[src/rtl/pend_snoop_mon.sv]
module pend_snoop_mon #(
  parameter int ADDR_W = 32,
  parameter int ID_W   = 10,
  parameter int OFS_W  = 3
) (
  input  logic              clk,
  input  logic              rst_n,
  input  logic              hdr_valid,
  input  logic [3:0]        hdr_cmd,
  input  logic [ID_W-1:0]   hdr_src,
  input  logic [ADDR_W-1:0] hdr_addr,
  input  logic              hdr_reply_shared,
  input  logic [ID_W-1:0]   my_id,
  output logic              share_pull,
  output logic              slot_valid,
  output logic              slot_shared,
  output logic              slot_stale,
  output logic              merge_valid,
  output logic              merge_shared
);

  localparam int BLK_W = ADDR_W - OFS_W;

  localparam logic [3:0] C_RB_RQ = 4'd0, C_RB_RP = 4'd1;
  localparam logic [3:0] C_WB_RQ = 4'd2, C_WB_RP = 4'd3;
  localparam logic [3:0] C_WS_RQ = 4'd4, C_WS_RP = 4'd5;
  localparam logic [3:0] C_CW_RQ = 4'd6, C_CW_RP = 4'd7;
  localparam logic [3:0] C_FB_RQ = 4'd8;

  logic [BLK_W-1:0] slot_blk;
  logic own, hit;
  logic do_arm, do_disarm, do_share, do_pull, do_stale, do_merge;

  assign own = hdr_valid && (hdr_src == my_id);
  assign hit = hdr_valid && !own && slot_valid &&
               (hdr_addr[ADDR_W-1:OFS_W] == slot_blk);

  always_comb begin
    do_arm = 1'b0; do_disarm = 1'b0; do_share = 1'b0;
    do_pull = 1'b0; do_stale = 1'b0; do_merge = 1'b0;
    if (own) begin
      unique case (hdr_cmd)
        C_RB_RQ, C_WB_RQ, C_WS_RQ, C_CW_RQ, C_FB_RQ: do_arm = 1'b1;
        C_RB_RP, C_WB_RP, C_CW_RP: do_disarm = 1'b1;
        C_WS_RP: begin do_disarm = 1'b1; do_merge = 1'b1; end
        default: ;
      endcase
    end else if (hit) begin
      unique case (hdr_cmd)
        C_RB_RQ: begin do_share = 1'b1; do_pull = 1'b1; end
        C_WS_RQ, C_CW_RQ: do_pull = 1'b1;
        C_WS_RP, C_CW_RP, C_WB_RQ: do_stale = 1'b1;
        default: ;
      endcase
    end
  end

  always_ff @(posedge clk or negedge rst_n) begin
    if (!rst_n) begin
      slot_blk     <= '0;
      slot_valid   <= 1'b0;
      slot_shared  <= 1'b0;
      slot_stale   <= 1'b0;
      share_pull   <= 1'b0;
      merge_valid  <= 1'b0;
      merge_shared <= 1'b0;
    end else begin
      share_pull   <= do_pull;
      merge_valid  <= do_merge;
      merge_shared <= do_merge && (hdr_reply_shared || slot_shared);
      if (do_arm) begin
        slot_blk    <= hdr_addr[ADDR_W-1:OFS_W];
        slot_valid  <= 1'b1;
        slot_shared <= 1'b0;
        slot_stale  <= 1'b0;
      end else begin
        if (do_disarm) slot_valid  <= 1'b0;
        if (do_share)  slot_shared <= 1'b1;
        if (do_stale)  slot_stale  <= 1'b1;
      end
    end
  end


  pull_needs_arm_chk: assert property (@(posedge clk) disable iff (!rst_n)
    share_pull |-> $past(slot_valid) && $past(hdr_valid));


  arm_clears_chk: assert property (@(posedge clk) disable iff (!rst_n)
    $rose(slot_valid) |-> !slot_shared && !slot_stale);


  stale_while_armed_chk: assert property (@(posedge clk) disable iff (!rst_n)
    $rose(slot_stale) |-> slot_valid);


  merge_value_chk: assert property (@(posedge clk) disable iff (!rst_n)
    merge_valid |-> merge_shared == ($past(hdr_reply_shared) || $past(slot_shared)));


  merge_ends_slot_chk: assert property (@(posedge clk) disable iff (!rst_n)
    merge_valid |-> !slot_valid);


  idle_hold_chk: assert property (@(posedge clk) disable iff (!rst_n)
    !$past(hdr_valid) |-> $stable(slot_valid) && $stable(slot_shared) && $stable(slot_stale));

endmodule

[config.mk]
export PLATFORM = sky130hd
export DESIGN_NAME = pend_snoop_mon
export DESIGN_NICKNAME = d
export VERILOG_FILES = /design/src/rtl/pend_snoop_mon.sv
export SDC_FILE = /design/constraint.sdc
export NUM_CORES = 1
export LEC_CHECK = 0
export ABC_AREA = 1
export CELL_PAD_IN_SITES_DETAIL_PLACEMENT = 0
export CELL_PAD_IN_SITES_GLOBAL_PLACEMENT = 2
export CORE_UTILIZATION = 26
export DETAILED_ROUTE_END_ITERATION = 8
export HOLD_SLACK_MARGIN = 0.05
export PLACE_DENSITY_LB_ADDON = 0.1
export SLEW_MARGIN = 20
export SYNTH_ARGS = -nofsm -noshare
export SYNTH_HDL_FRONTEND = slang
export SYNTH_SLANG_ARGS = --single-unit
[constraint.sdc]
create_clock -name clk -period 1.6 [get_ports clk]
set_input_delay 0.4 -clock clk [delete_from_list [all_inputs] [get_ports clk]]
set_output_delay 0.4 -clock clk [all_outputs]
set_load 0.005 [all_outputs]
# Word level (Yosys, flattened, before mapping)
# Index checks and enable logic that the tools add are counted.
# classes
n_eq_ne	10
n_mux	21
reduce_logical	15
# ops
op	n
$eq A29 B29 Y1	1
$mux W1	21
$eq A4 B3 Y1 const B	4
$eq A10 B10 Y1	1
$eq A4 B2 Y1 const B	2
$reduce_bool A2 Y1	3
$reduce_or A3 Y1	2
$logic_and A1 B1 Y1	5
$reduce_or A5 Y1	1
$eq A4 B1 Y1 const B	1
$eq A4 B4 Y1 const B	1
$logic_not A4 Y1	1
$reduce_or A4 Y1	1
$logic_not A1 Y1	1
$logic_or A1 B1 Y1	1
# totals
regBits	35
in_bits	60
output_inout_bits	6

# Longest topological paths before layout
# logic_depth
ltp_word	10
mapped_depth	11

# Worst setup path after synthesis
# Ideal clock, no wire load.
# synth_timing
kind	in2reg
startpoint	in my_id[0]
endpoint	reg slot_blk[6]
arrival_time_ps	1265
path_slack_ps	218
cell_stages	8
path_buffers	1
path_cell_list	xor2_1 nor2_1 nand3_1 nor2_4 nand3_4 buf_6 nand2_1 nand2_1
# synth_via
elab_chain_len	3
# synth_rtl
item	line_no	rtl
start: declaration	13	input logic [ID_W-1:0] my_id,
$eq A10 B10 Y1	34	assign own = hdr_valid && (hdr_src == my_id);
$logic_and A1 B1 Y1	34	
$mux W1	41	if (own) begin
end signal: assignment	72	slot_blk <= hdr_addr[ADDR_W-1:OFS_W];
end: declaration	30	logic [BLK_W-1:0] slot_blk;
# Every way passes these cells.
# A chain may end at the register's enable or synchronous reset.

# Worst setup path in the final report
# layout_timing
startpoint	reg slot_stale
endpoint	out slot_stale
# layout_rtl
item	line_no	rtl
start: declaration	17	output logic slot_stale,
start signal: assignment	63	slot_stale <= 1'b0;
start signal: assignment	75	slot_stale <= 1'b0;
start signal: assignment	79	if (do_stale) slot_stale <= 1'b1;
# No word-level cell between the ends.

==> flow_summary.ini <==
[run_status]
status = completed

[grt]
grt_busiest_layer = met2
grt_max_degree = 30
met2_usage_pct = 25.7
grt_remaining_overflow = 0
antenna_found_initial = 0
grt_pass1_wl_mm = 10.3
met1_usage_pct = 19.5
grt_usage_pct = 15.1
grt_pass1_vias = 2194
grt_use_met3_pct = 3.03

[synth]
synth_area_per_cell_sq_um = 6.46
yosysWarnings = 0
ys_dominant_reg_cell = dfrtp_1
yosysTopAreaCell = dfrtp_1
synth_cells = 350
seq_area_frac_synth_pct = 38.8
synth_most_common_cell = nand2_1
synth_cell_types = 21
synth_commonest_cells = 140 x nand2_1, 54 x inv_1, 53 x nor2_1
synth_fp_nets = 410
synth_edf_count = 0
synth-seq-cells = 35
synth_area_leaders = dfrtp_1 39%, nand2_1 23%, inv_1 9.0%, nor2_1 8.8%, nand4_1 8.0%
synth_top_area_share_pct = 38.8
async_flop_share_pct = 100
synth_area_sq_um = 2260

[clock_network]
clk_latency_ps = 290
cts_sinks = 35
clk_pin_slew_worst_paths_ps = 80
cts_buffer_depth = 2
numCtsBuffers = 5
clockRootBuffer = clkbuf_8
cts_tree = yes
h-tree-depth = 2

[sta]
slew_violations = 0
min_period_ps = 1550
tns_ps = 0
slew_headroom_pct = 77.2
setup_violations = 0
fmax_mhz = 647
tightest_slew_ps = 342
final-hold-violation-count = 0
fin_crit_sh_pct = 96.7
rsz0062_at_grt = true
setup_ws_ps = 53.5
finClkSkew_ps = 9.81

[die]
core_sq_um = 8300
io_pins = 66
fp.dieW_um = 95.2
rows = 33
die_area_sq_um = 9070
start_util_pct = 27.2
die_h_um = 95.2

[power]
p_int_uw = 1590
power_per_cell_area_nw_per_um2 = 598
pwr-share-seq_pct = 42.6
ir_drop_mv = 0.456
pwr-share-comb_pct = 17.5
p_leak_uw = 0.00201
power_switching_uw = 525
switching_share_pct = 24.8
p_clk_share_pct = 39.9

[detailed_routing]
wl_per_cell_um = 11.8
drc = 0
first_pass_iters = 4
drt_iter0_markers = 120
totalWireLength_mm = 6.44
vias = 2335
postRouteAntennaNets = 0
viasPerCell = 4.27

[place]
dp_cells = 528
dpl-instance-area_sq_um = 3160
place.gp.congestion = 0.707
dp_hpwl_mm = 4.44
dp_worst_setup_slack_ps = -422
portBuffers = 62

[flow_run]
maxCapViolCount = 0

[critical_path]
critPathBufInv = 1
cp_cell_sequence = clkdlybuf4s50_1
cp_top_family = buffers and inverters
crit_path_max_incr_delay_ps = 510
crit_path_end_kind = output port
critPathMaxFanout = 2
crit_path_start_kind = flop
worstSetupPathType = flop to output port
cp_slowest_cell = clkdlybuf4s50_1
cp.arrival_ps = 1150
cp_data_required_time_ps = 1200

[min_path]
hold_path.class = input port to flop

[finish]
syn2layout_area_growth_pct = 56.6
antennaDiodeCount = 0
fin_nets = 501
final_layout_size_suffix_gt1_share_pct = 14.0
final_cells = 547
fin_area_sq_um = 3540
==> power groups by stage <==
stage,Clock (uW),Sequential [uW],Combinational (uW)
2_1_floorplan,0,918,127
4_1_cts,869,902,371
5_1_grt,905,903,412
3_5_place_dp,0,920,381
6_report,845,902,371
3_3_place_gp,0,919,382
==> flip-flops by register name, summed over array words and instances (netlist names) <==
name and flops:
share_pull 1, merge_shared 1, slot_valid 1, merge_valid 1
slot_stale 1, slot_shared 1, slot_blk 29
==> layout by cell type, fill, tap and decap left out, drive strengths merged, types with 2 or more instances in the layout <==
| cell | netlist | layout |
|---|---|---|
| buf | 10 | 33 |
| clkdlybuf4s50 | 0 | 31 |
| nand3 | 9 | 9 |
| dlymetal6s2s | 0 | 10 |
| inv | 54 | 54 |
| or2 | 2 | 2 |
| o21ai | 5 | 5 |
| dlygate4sd2 | 0 | 19 |
| xor2 | 6 | 6 |
| nor2 | 54 | 54 |
| clkbuf | 3 | 7 |
| nand2 | 140 | 140 |
| dfrtp | 35 | 35 |
| nand4 | 29 | 29 |
==> layout make-up <==
type / instances / area (sq um)
Clock buffer: 6 / 82.6
Clock inverter: 2 / 35.0
Fill cell: 855 / 4760
Inverter: 54 / 203
Multi-Input combinational cell: 248 / 1140
Sequential cell: 35 / 876
Tap cell: 105 / 131
Timing Repair Buffer: 97 / 1070
==> final timing paths <==
| kind | start | end | slack [ps] | cells after the start |
|---|---|---|---|---|
| setup / recovery | slot_stale$_DFFE_PN0P_ | slot_stale | 50 | 1 |
| hold / removal | hdr_addr[12] | slot_blk[9]$_DFFE_PN0P_ | 430 | 3 |
| setup reg to reg | slot_valid$_DFFE_PN0P_ | share_pull$_DFF_PN0_ | 220 | 12 |
| hold reg to reg | slot_blk[1]$_DFFE_PN0P_ | slot_blk[1]$_DFFE_PN0P_ | 480 | 2 |
| max in group asynchronous | rst_n | slot_blk[27]$_DFFE_PN0P_ | 610 | 3 |
| min in group asynchronous | rst_n | merge_valid$_DFF_PN0_ | 550 | 2 |
==> layer usage <==
layer / wire [um] / vias up
li1: - / 1254
met1: 3100 / 1039
met2: 3060 / 40
met3: 248 / 2
met4: 33 / 0
met5: 0 / -
==> cells by family (layout without fill, tap and decap cells) <==
group	Yosys count	count (layout)	synth area share (%)
DFF	35	35	38.8
xor gates and xnor gates	7	7	2.71
and+or+nand+nor	235	235	43.9
AOI/OAI and AO/OA	6	6	1.72
buffers and inverters	67	159	12.9
==> repair_timing <==
| action | 4_1_cts | 5_1_grt |
|---|---|---|
| resized for setup | 29 | 25 |
| buffers inserted | 6 | 1 |
| endpoints found under the hold margin | 12 | 0 |
| setup endpoints to repair | 35 | 37 |
| cloned | 3 | 1 |
| pin swaps | 13 | 13 |
| hold buffers | 1 | 0 |
==> metrics by stage <==
stage	hold slack, ps	total power [uW]	utilization, %
finish	432	2120	42.7
CTS	483	2140	41.5
global route	445	2220	42.7
detailed placement	326	1300	38.1
global placement	325	1300	38.1
floorplan	104	1040	-
No activity file was read; power rests on OpenSTA's default activity.
